<file path="src/rtl/launch_pkg.sv">
package launch_pkg;

    localparam int WORD_W     = 32;
    localparam int ALIGN_BITS = 7;

    typedef enum logic [2:0] {
        SLOT_ZERO_A,
        SLOT_ZERO_B,
        SLOT_ONE,
        SLOT_VTAB,
        SLOT_STACK,
        SLOT_ENTRY
    } slot_e;

    typedef enum logic [1:0] {
        FLD_NONE,
        FLD_VTAB,
        FLD_STACK,
        FLD_ENTRY
    } field_e;

    typedef struct packed {
        logic [WORD_W-1:0] vtab;
        logic [WORD_W-1:0] stack;
        logic [WORD_W-1:0] entry;
    } launch_args_t;

    // Where matching resumes after a word that broke the pattern.
    function automatic slot_e slot_after_miss(input logic word_is_zero);
        return word_is_zero ? SLOT_ZERO_B : SLOT_ZERO_A;
    endfunction

endpackage

</file>
<file path="src/rtl/launch_word_match.sv">
module launch_word_match
    import launch_pkg::*;
#(
    parameter int W     = WORD_W,
    parameter int ALIGN = ALIGN_BITS
) (
    input  slot_e          slot_i,
    input  logic [W-1:0]   word_i,
    output logic           hit_o,
    output logic           last_o,
    output slot_e          slot_next_o,
    output field_e         field_o
);
    logic is_zero;
    logic aligned;

    assign is_zero = (word_i == '0);
    assign aligned = (word_i[ALIGN-1:0] == '0);

    always_comb begin
        hit_o   = 1'b0;
        field_o = FLD_NONE;
        case (slot_i)
            SLOT_ZERO_A, SLOT_ZERO_B: hit_o = is_zero;
            SLOT_ONE:   hit_o = (word_i == W'(1));
            SLOT_VTAB:  begin hit_o = aligned; field_o = aligned ? FLD_VTAB : FLD_NONE; end
            SLOT_STACK: begin hit_o = 1'b1;    field_o = FLD_STACK; end
            SLOT_ENTRY: begin hit_o = 1'b1;    field_o = FLD_ENTRY; end
            default:    hit_o = 1'b0;
        endcase
    end

    always_comb begin
        if (!hit_o) begin
            slot_next_o = slot_after_miss(is_zero);
        end else begin
            case (slot_i)
                SLOT_ZERO_A: slot_next_o = SLOT_ZERO_B;
                SLOT_ZERO_B: slot_next_o = SLOT_ONE;
                SLOT_ONE:    slot_next_o = SLOT_VTAB;
                SLOT_VTAB:   slot_next_o = SLOT_STACK;
                SLOT_STACK:  slot_next_o = SLOT_ENTRY;
                default:     slot_next_o = SLOT_ZERO_A;
            endcase
        end
    end

    assign last_o = hit_o && (slot_i == SLOT_ENTRY);

endmodule

</file>
<file path="src/rtl/launch_param_store.sv">
module launch_param_store
    import launch_pkg::*;
#(
    parameter int W     = WORD_W,
    parameter int ALIGN = ALIGN_BITS
) (
    input  logic          clk,
    input  logic          rst,
    input  logic          cap_en,
    input  field_e        cap_field,
    input  logic [W-1:0]  word_i,
    output launch_args_t  args_o
);
    launch_args_t args_q;

    always_ff @(posedge clk) begin
        if (rst) begin
            args_q <= '0;
        end else if (cap_en) begin
            case (cap_field)
                FLD_VTAB:  args_q.vtab  <= word_i;
                FLD_STACK: args_q.stack <= word_i;
                FLD_ENTRY: args_q.entry <= word_i;
                default:   args_q       <= args_q;
            endcase
        end
    end

    assign args_o = args_q;


    vtab_aligned_chk: assert property (@(posedge clk) disable iff (rst)
        args_q.vtab[ALIGN-1:0] == '0);

endmodule

</file>
<file path="src/rtl/launch_handshake_rx.sv">
module launch_handshake_rx
    import launch_pkg::*;
#(
    parameter int W     = WORD_W,
    parameter int ALIGN = ALIGN_BITS
) (
    input  logic          clk,
    input  logic          rst,
    input  logic          in_valid,
    output logic          in_ready,
    input  logic [W-1:0]  in_data,
    output logic          echo_valid,
    input  logic          echo_ready,
    output logic [W-1:0]  echo_data,
    output logic          start,
    output logic [W-1:0]  start_vtable,
    output logic [W-1:0]  start_sp,
    output logic [W-1:0]  start_entry
);
    slot_e        slot_q;
    slot_e        slot_nx;
    field_e       cap_field;
    logic         hit;
    logic         last;
    logic         pend_q;
    logic [W-1:0] echo_q;
    logic         armed_q;
    logic         done_q;
    logic         start_q;
    logic         in_fire;
    logic         echo_fire;
    launch_args_t args;

    assign in_ready  = !pend_q && !done_q;
    assign in_fire   = in_valid && in_ready;
    assign echo_fire = pend_q && echo_ready;

    launch_word_match #(.W(W), .ALIGN(ALIGN)) u_match (
        .slot_i      (slot_q),
        .word_i      (in_data),
        .hit_o       (hit),
        .last_o      (last),
        .slot_next_o (slot_nx),
        .field_o     (cap_field)
    );

    launch_param_store #(.W(W), .ALIGN(ALIGN)) u_store (
        .clk       (clk),
        .rst       (rst),
        .cap_en    (in_fire),
        .cap_field (cap_field),
        .word_i    (in_data),
        .args_o    (args)
    );

    always_ff @(posedge clk) begin
        if (rst) begin
            slot_q  <= SLOT_ZERO_A;
            pend_q  <= 1'b0;
            echo_q  <= '0;
            armed_q <= 1'b0;
            done_q  <= 1'b0;
            start_q <= 1'b0;
        end else begin
            start_q <= 1'b0;
            if (in_fire) begin
                pend_q  <= 1'b1;
                echo_q  <= in_data;
                slot_q  <= slot_nx;
                armed_q <= last;
            end else if (echo_fire) begin
                pend_q <= 1'b0;
                if (armed_q) begin
                    start_q <= 1'b1;
                    done_q  <= 1'b1;
                    armed_q <= 1'b0;
                end
            end
        end
    end

    assign echo_valid   = pend_q;
    assign echo_data    = echo_q;
    assign start        = start_q;
    assign start_vtable = args.vtab;
    assign start_sp     = args.stack;
    assign start_entry  = args.entry;


    echo_copy_chk: assert property (@(posedge clk) disable iff (rst)
        in_valid && in_ready |=> echo_valid && echo_data == $past(in_data));


    echo_hold_chk: assert property (@(posedge clk) disable iff (rst)
        echo_valid && !echo_ready |=> echo_valid && $stable(echo_data));


    start_pulse_chk: assert property (@(posedge clk) disable iff (rst)
        start |=> !start);


    start_cause_chk: assert property (@(posedge clk) disable iff (rst)
        start |-> $past(echo_valid && echo_ready));


    misalign_chk: assert property (@(posedge clk) disable iff (rst)
        in_valid && in_ready && slot_q == SLOT_VTAB && in_data[ALIGN-1:0] != '0
        |=> slot_q == SLOT_ZERO_A);


    quiet_after_chk: assert property (@(posedge clk) disable iff (rst)
        start |=> !in_ready && !echo_valid);


    idle_chk: assert property (@(posedge clk) disable iff (rst)
        !in_valid && !echo_valid |=> $stable(slot_q) && !start);

endmodule

</file>
<file path="config.mk">
export PLATFORM = sky130hd
export DESIGN_NAME = launch_handshake_rx
export DESIGN_NICKNAME = d
export VERILOG_FILES = /design/src/rtl/launch_pkg.sv /design/src/rtl/launch_word_match.sv /design/src/rtl/launch_param_store.sv /design/src/rtl/launch_handshake_rx.sv
export SDC_FILE = /design/constraint.sdc
export NUM_CORES = 1
export LEC_CHECK = 0
export BUFFER_PORTS_ARGS = -buffer_cell sky130_fd_sc_hd__buf_2
export CAP_MARGIN = 10
export CORE_UTILIZATION = 50
export DETAILED_ROUTE_END_ITERATION = 16
export HOLD_SLACK_MARGIN = 0.02
export PLACE_DENSITY = 0.88
export SYNTH_ARGS = -nofsm -noshare
export SYNTH_HDL_FRONTEND = slang
export SYNTH_SLANG_ARGS = --single-unit
export TNS_END_PERCENT = 50
</file>
<file path="constraint.sdc">
create_clock -name clk -period 3.2 [get_ports clk]
set_input_delay 0 -clock clk [delete_from_list [all_inputs] [get_ports clk]]
set_output_delay 0 -clock clk [all_outputs]
set_load 0.02 [all_outputs]
</file>
# ---- Yosys cells after proc, flatten, opt, wreduce, memory -nomap -nowiden
# Cells that the tools add are included.
dict set report totals {
  reg_bits 135
  in_bits 36
  out_inout_bits 131
}
dict set report op_classes {
  eq_ne 9
  n_mux 10
  bitwise_logic 2
  reduce_logical 17
}
# operator n
set ops {}
lappend ops {{$eq A32 B1 Y1 const B} 1}
lappend ops {{$logic_not A32 Y1} 1}
lappend ops {{$pmux W3 S5} 1}
lappend ops {{$logic_not A7 Y1} 1}
lappend ops {{$eq A3 B2 Y1 const B} 2}
lappend ops {{$eq A3 B3 Y1 const B} 2}
lappend ops {{$mux W1} 6}
lappend ops {{$pmux W2 S3} 1}
lappend ops {{$reduce_and A2 Y1} 3}
lappend ops {{$eq A2 B2 Y1 const B} 2}
lappend ops {{$logic_and A1 B1 Y1} 4}
lappend ops {{$pmux W1 S4} 1}
lappend ops {{$reduce_or A2 Y1} 2}
lappend ops {{$eq A3 B1 Y1 const B} 1}
lappend ops {{$logic_not A3 Y1} 1}
lappend ops {{$mux W3} 1}
lappend ops {{$reduce_and A3 Y1} 1}
lappend ops {{$reduce_or A3 Y1} 1}
lappend ops {{$eq A2 B1 Y1 const B} 1}
lappend ops {{$logic_not A1 Y1} 2}
lappend ops {{$not A1 Y1} 2}
lappend ops {{$reduce_bool A2 Y1} 1}

# ---- Logic depth before layout (Yosys ltp)
# Gate-level depths: netlist of the first run.
dict set report logic_depth {
  ltp_word 5
  ltp_mapped 7
}

# ---- Hierarchy
# From an unflattened synthesis of the first run, not the netlist that was laid out.
dict set report hier_totals {
  cells_unflattened 554
  hier_area_um2 5531.6
}
# module n_inst cells_each area_each_um2 seq_area_each_um2
set modules_own_cells {}
lappend modules_own_cells {launch_param_store 1 349 3881.2 1921.8}
lappend modules_own_cells {launch_handshake_rx 1 167 1387.6 780.7}
lappend modules_own_cells {launch_word_match 1 38 262.8 0.0}

# ---- Worst setup path before layout of the first run
# No wires, ideal clock.
dict set report synth_path {
  kind {register to register}
  start {register pend_q, in the netlist echo_valid}
  end {register u_store.args_q, in the netlist u_store.args_o[33]}
  arrival_ps 1610
  t_required_ps 3068
  slack_ps 1458
  path_stages_with_launch 8
  path_buffers 3
  period_less_slack_ps 1742
  path_cell_list {dfxtp_1 > or3b_1 > clkbuf_1 > or3_1 > buf_2 > buf_6 > nand2_1 > a21oi_1}
}
dict set report synth_between {
  elab_chain_cells 4
}
# element line
set synth_lines {}
lappend synth_lines {{from (decl)} launch_handshake_rx.sv:25} ;# logic pend_q;
lappend synth_lines {{from (signal assigned)} launch_handshake_rx.sv:59} ;# pend_q <= 1'b0;
lappend synth_lines {{from (signal assigned)} launch_handshake_rx.sv:67} ;# pend_q <= 1'b1;
lappend synth_lines {{from (signal assigned)} launch_handshake_rx.sv:72} ;# pend_q <= 1'b0;
lappend synth_lines {{$logic_not A1 Y1} launch_handshake_rx.sv:34} ;# assign in_ready = !pend_q && !done_q;
lappend synth_lines {{$logic_and A1 B1 Y1} launch_handshake_rx.sv:34}
lappend synth_lines {{$logic_and A1 B1 Y1} launch_handshake_rx.sv:35} ;# assign in_fire = in_valid && in_ready;
lappend synth_lines {{$reduce_and A2 Y1 (no line)} -}
lappend synth_lines {{to (signal assigned)} launch_param_store.sv:24} ;# default: args_q <= args_q;
lappend synth_lines {{to (decl)} launch_param_store.sv:14} ;# launch_args_t args_q;
# No other way between the ends.
# A chain may end at the register's enable or synchronous reset.

# ---- Worst setup path after layout of the first run
dict set report layout_path {
  start {register pend_q, in the netlist echo_valid}
  end {register u_store.args_q, in the netlist u_store.args_o[60]}
}
# The elaborated chain is that of the path after synthesis.

==> summary.txt, run 1 <==
Clock tree
  – CTS buffer count: 17
  – Post-CTS setup buffers: 0
  – Skew-Pair Late Insertion Delay: 0.51 ns
  – CTS tree: done
  – Max Buffers Root-to-Sink: 2
  – H-tree depth: 4
  – Post-CTS resize count: 0
  – Root buffer cell: clkbuf_8
  – # clock sinks: 135
  – Worst-path clk slew: 0.06 ns

Synthesis
  – Yosys reg bits: 135
  – Primary FF master, synth: dfxtp_1
  – Yosys top cell by area: dfxtp_1
  – Simple-gate area share of the yosys netlist: 24.6%
  – Ys async rst share: 0%
  – Synth Area in XOR/XNOR: 0%
  – Combinational family with the most area after synthesis: simple AND/OR/NAND/NOR gates
  – Top cells by area, synth: dfxtp_1 57%, nand2_1 19%, a21oi_1 13%
  – Synth Cell Area: 4770 um2
  – Post-synth top cells: 246 x nand2_1, 135 x dfxtp_1, 125 x a21oi_1
  – Post-synthesis compound-gate area fraction: 14.2%
  – Post-synth cell types: 28
  – Syn_nets: 635
  – Mux cell area share after synthesis: 0%
  – Post-synthesis sequential area ratio: 56.7%
  – Cell with the most instances after synthesis: nand2_1
  – Synth Warn #: 0
  – Post-synth top area share: 56.7%
  – Synth Area in Adders: 0%
  – Mean post-synth cell area: 7.96 um2
  – Post-synth EDFFs: 0
  – Synth Instances: 599

Critical path
  – Worst R2R Path Depth: 4
  – Beginning of the worst register-to-register path: echo_valid$_SDFFE_PP0P_
  – Register-to-register setup slack: 0.87 ns
  – Req. time, crit path: 3.57 ns
  – Critical R2R Capture: u_store.args_o[60]$_SDFFE_PP0P_
  – CP startpoint kind: flop
  – Max FO, Critical Path: 33
  – Kind of critical path: flop to flop
  – CP endpoint kind: flop
  – Arr. time, crit path: 2.70 ns

Placement
  – Gpl congestion: 0.817
  – Post-Place Cell Area: 5610 um2
  – Cell Count Post-Placement: 856
  – # port buffers: 166
  – Pre-CTS setup slack: 0.885 ns
  – HPWL after DPL: 8960 um

Timing
  – F_max: 428 MHz
  – RSZ-0062 raised after global routing: no
  – Crit share post-route: 73.0%
  – Endpoints failing setup: 0
  – Max_slew headroom: 24.9%
  – Setup WS post-layout: 0.865 ns
  – Slew @ Worst Pin: 1.13 ns
  – Final min period: 2.33 ns
  – Sum Neg Setup Slack: 0 ns
  – Clock skew: 0.00989 ns
  – Final hold vios: 0
  – Fin. max-slew vios: 0

Pwr
  – Pint: 2.90 mW
  – Sw power: 0.915 mW
  – Pwr Density: 586 nW/um2
  – P_leak: 2.80 nW
  – Reg power frac: 45.0%
  – Clk network pwr share: 48.7%
  – Max VDD drop: 0.401 mV
  – Sw Ratio: 24.0%
  – Gate power share: 6.3%

Die
  – Die W: 99.7 um
  – Num rows: 35
  – Initial Utilization: 51.6%
  – Die height: 99.7 um
  – Core ar.: 9240 um2
  – I/O pin count: 167
  – DIE AREA: 9930 um2

Layout
  – Final-layout fill cell count: 722
  – Post-Layout Cell Count: 921
  – Final core occ: 70.5%
  – Layout cells sized above 1: 26.0%
  – Final Cell Area: 6510 um2
  – Nets: 815
  – Ant diodes: 0
  – Area of the multi-input gates: 1860 um2
  – Register area: 2700 um2
  – Area growth from synthesis to layout: 36.6%

GRT
  – Largest net degree at the start of global routing: 78
  – GRT overflow: 0
  – First-pass GRT wire length: 22300 um
  – Vias in the first global route: 4578
  – Initial antenna violation count: 0
  – Gr usage total: 28.8%

Run status
  – Status: finished clean

Route
  – DR vias/cell: 5.26
  – Detailed Routing Iterations Pass 1: 5
  – Initial DRC count: 248
  – Number of routed nets with antenna violations: 0
  – Vias after detailed routing: 4846
  – # DRC: 0
  – WL per Instance: 15.4 um
  – Drt total wl: 14200 um

Run
  – Max cap viols: 0

Worst hold path
  – Hold Path End: u_store.args_o[31]$_SDFFE_PP0P_
  – Hold depth: 2
  – Hold crit path type: primary input to flop
  – Hold Path Origin: rst
timing repair:
action / CTS / global route
hold buffers: 33 / 0
endpoints found under the hold margin: 127 / 0
setup endpoints to repair: 0 / 0
per-stage QoR:
step | hold WS, ns | power [mW]
4_1_cts | 0.0488 | 3.83
2_1_floorplan | 0.0887 | 1.86
3_3_place_gp | 0.281 | 1.95
5_1_grt | 0.0898 | 3.92
6_report | 0.0762 | 3.82
3_5_place_dp | 0.288 | 1.96
registers in the layout (all words and copies together) (netlist names):
name and flops:
echo_data 32, u_store.args_o 96, start 1, slot_q 3, done_q 1, armed_q 1, echo_valid 1
cell type report:
class | count | area share [%]
inverters | 1 | 0.0576
well taps | 129 | 2.48
flip-flops and latches | 135 | 41.5
clock inverters | 14 | 2.32
repair buffers | 206 | 18.7
clock buffers | 18 | 6.42
multi-input cells | 418 | 28.6
how the worst max path moves through the flow:
stage	start	cells past startpoint	to	slack, ns
floorplan	echo_valid$_SDFFE_PP0P_	7	u_store.args_o[33]$_SDFFE_PP0P_	1.46
finish	echo_valid$_SDFFE_PP0P_	4	u_store.args_o[60]$_SDFFE_PP0P_	0.87
detailed placement	echo_valid$_SDFFE_PP0P_	4	u_store.args_o[39]$_SDFFE_PP0P_	0.89
global route	echo_valid$_SDFFE_PP0P_	4	u_store.args_o[55]$_SDFFE_PP0P_	0.71
CTS	echo_valid$_SDFFE_PP0P_	4	u_store.args_o[54]$_SDFFE_PP0P_	0.87
global placement	echo_valid$_SDFFE_PP0P_	4	slot_q[0]$_SDFFE_PP0P_	0.93
metal layers:
layer,global-route usage (%),part of all wire [%],up-vias
li1,-,-,2314
met1,35.2,42,2279
met2,48.1,49,224
met3,6.68,6.7,29
met4,13.7,2.5,0
met5,0,0,-
critical path, cell delays in order (launching register included):
cell and delay [ns]:
dfxtp_1 0.35, or3b_1 0.60, or3_1 0.89, nand2_1 0.24, a21oi_1 0.09
power by group through the flow:
stage | combinational [mW] | clock, mW | sequential, mW
after global placement | 0.198 | 0 | 1.75
after CTS | 0.235 | 1.87 | 1.72
final | 0.239 | 1.86 | 1.72
after detailed placement | 0.203 | 0 | 1.76
after global routing | 0.256 | 1.95 | 1.72
after floorplan | 0.0772 | 0 | 1.79
kinds of logic (layout without fill, tap and decap cells):
family          after synthesis  after routing
buf+inv                      46            239
flops                       135            135
compound gates              132            132
simple gates                286            286
layout by cell type (no fill, tap or decap), drive strengths merged:
master         n
and2           2
nor2b          1
or3            3
inv            4
nor3b          2
a21oi        125
and4bb         1
and3           7
nor3           2
buf          173
nand4          3
and4           1
o21ai          1
clkbuf        18
dlygate4sd3   33
clkinv         4
clkinvlp       5
or3b           1
a21o           2
o41ai          1
nand2b         3
nand3          2
o31ai          1
bufinv         2
dfxtp        135
o32ai          1
nor4           7
nand2        246
a2bb2oi        1
nor2           5
Power figures use the tool's default switching activity.
==> run 2, diff against run 1 <==
Settings changed: CORE_UTILIZATION 50 to 44, PLACE_DENSITY 0.88 to 0.83.
Clock period 3.2 ns to 2.1 ns, I/O delays scaled along.
==> run 2 against run 1 <==
  * Critical path depth rose by 3
  * Final area is 2.8% higher
  * Critical endpoint is now slot_q[1]$_SDFFE_PP0P_
  * Largest cell class unchanged
  * Sequential power is 52% higher
  * Worst setup slack lost 0.65 ns
  * Count of clock-buffer cells in the layout unchanged
==> summary.txt, run 2 (same netlist as run 1, synthesis figures left out) <==
Pwr
  – Reg power frac: 43.1%
  – Pint: 4.70 mW
  – Sw power: 1.38 mW
  – Max VDD drop: 0.700 mV
  – Tot Pwr: 6.08 mW
  – P_leak: 2.90 nW
  – Clk network pwr share: 50.8%
  – Sw Ratio: 22.7%
  – Gate power share: 6.1%
  – Pwr Density: 908 nW/um2

Run status
  – Status: finished clean

Layout
  – Most frequent cells in the layout: 246 x nand2_1, 165 x buf_2, 135 x dfxtp_1
  – Max reg flops: 96
  – Most common library cell in the layout ignoring fill and taps: nand2_1
  – Nets: 827
  – Layout cells sized above 1: 27.0%
  – Post-Layout Cell Count: 940
  – Ant diodes: 0
  – Final core occ: 64.3%
  – Area growth from synthesis to layout: 40.4%

Run
  – Max cap viols: 0

Die
  – Initial Utilization: 45.8%
  – Num rows: 37
  – I/O pin count: 167
  – Die height: 106 um
  – Die W: 106 um
  – Core ar.: 10400 um2
  – DIE AREA: 11300 um2

Clock tree
  – Worst-path clk slew: 0.05 ns
  – # clock sinks: 135
  – Skew-Pair Late Insertion Delay: 0.51 ns
  – Root buffer cell: clkbuf_8
  – Post-CTS setup buffers: 0
  – H-tree depth: 4
  – CTS buffer count: 17
  – Post-CTS resize count: 0
  – Max Buffers Root-to-Sink: 2
  – Hold_buf cts: 35
  – CTS tree: done

Route
  – Drt total wl: 14400 um
  – DR vias/cell: 5.13
  – Detailed Routing Iterations Pass 1: 5
  – # DRC: 0
  – Initial DRC count: 313
  – Vias after detailed routing: 4825
  – Number of routed nets with antenna violations: 0
  – WL per Instance: 15.3 um

Timing
  – Endpoints failing setup: 0
  – Fin. max-slew vios: 0
  – Clock skew: 0.00828 ns
  – Final hold vios: 0
  – Crit share post-route: 89.8%
  – Slew @ Worst Pin: 0.720 ns
  – Setup WS post-layout: 0.215 ns
  – F_max: 531 MHz
  – Final min period: 1.88 ns
  – Sum Neg Setup Slack: 0 ns
  – Max_slew headroom: 52.0%
  – RSZ-0062 raised after global routing: no

GRT
  – Met2 Use GR: 42.1%
  – GRT overflow: 0
  – GRT met3 Usage: 6.81%
  – Most Crowded Layer GR: met2
  – First-pass GRT wire length: 22700 um
  – Gr usage total: 25.9%
  – Met1 Use GR: 32.1%
  – Initial antenna violation count: 0
  – Largest net degree at the start of global routing: 68
  – Vias in the first global route: 4468

Critical path
  – Arr. time, crit path: 2.29 ns
  – Critical R2R Capture: u_store.args_o[37]$_SDFFE_PP0P_
  – Critical path buffer and inverter count: 3
  – Register-to-register setup slack: 0.28 ns
  – Worst path top cell family by delay: buffers and inverters
  – Worst stage delay on the critical path: 0.63 ns
  – CP endpoint kind: flop
  – Worst path depth: 7
  – Max FO, Critical Path: 4
  – Beginning of the worst register-to-register path: echo_valid$_SDFFE_PP0P_
  – Crit. Startpoint: in_data[2]
  – Critical Path End: slot_q[1]$_SDFFE_PP0P_
  – Worst R2R Path Depth: 5
  – Req. time, crit path: 2.51 ns
  – Crit-path slowest cell: dlygate4sd3_1
  – Kind of critical path: primary input to flop
  – CP startpoint kind: primary input
  – Critical Path, Cell by Cell: dlygate4sd3_1 > buf_2 > nor2_1 > dlygate4sd3_1 > nand4_1 > or3_1 > o41ai_1
  – Crit path top cell by count: dlygate4sd3_1

Placement
  – Pre-CTS setup slack: 0.308 ns
  – Gpl congestion: 0.770
  – HPWL after DPL: 9160 um
  – Cell Count Post-Placement: 873
  – # port buffers: 166

Worst hold path
  – Hold depth: 4
  – Hold crit path type: primary input to flop
  – Hold Path Origin: in_valid
run 2: cell types whose count changed in the layout (fill, tap and decap cells not counted):
cell	change
bufinv_16	+2
clkinv_4	-1
clkbuf_8	+1
buf_12	+2
clkbuf_1	-1
dlygate4sd3_1	+2
buf_4	+8
clkinvlp_4	-1
run 2: metrics by stage:
stage / area [um2] / hold slack, ns
global placement: 5720 / 0.288
global route: 6700 / 0.128
CTS: 6700 / 0.0873
finish: 6700 / 0.113
detailed placement: 5720 / 0.290
floorplan: 4770 / 0.0887
run 2: area by class of cell:
| type | count | area [um2] |
|---|---|---|
| fill | 898 | 3720 |
| sequential | 135 | 2700 |
| multi-input combinational | 418 | 1860 |
| timing repair buffer | 218 | 1340 |
| clock buffer | 18 | 428 |
| clock inverter | 14 | 195 |
| tap | 136 | 170 |
| inverter | 1 | 3.75 |
run 2: worst reg2reg max path, cell delays in order, from the launching register on:
cell and delay (ns):
dfxtp_1 0.35, or3b_1 0.50, or3_1 0.38, buf_4 0.26, nand2_1 0.12, a21oi_1 0.07
run 2: layer usage:
metal | share of wire [%] | wire length, um
met5 | 0 | 0
met2 | 48 | 6850
met3 | 6.6 | 955
met1 | 44 | 6270
met4 | 2.1 | 295
run 2: power by group through the flow:
stage / Clock (mW) / Sequential [mW] / Combinational, mW
after floorplan: 0 / 2.72 / 0.118
final: 3.09 / 2.62 / 0.371
after CTS: 3.14 / 2.62 / 0.366
after global routing: 3.25 / 2.62 / 0.400
after detailed placement: 0 / 2.67 / 0.315
after global placement: 0 / 2.67 / 0.313
run 2: worst min-delay path by stage:
stage / end / slack (ns)
after floorplan: start$_SDFF_PP0_ / 0.09
after global placement: u_store.args_o[53]$_SDFFE_PP0P_ / 0.29
after detailed placement: u_store.args_o[53]$_SDFFE_PP0P_ / 0.29
after CTS: slot_q[1]$_SDFFE_PP0P_ / 0.09
final: slot_q[1]$_SDFFE_PP0P_ / 0.11
after global routing: slot_q[1]$_SDFFE_PP0P_ / 0.13
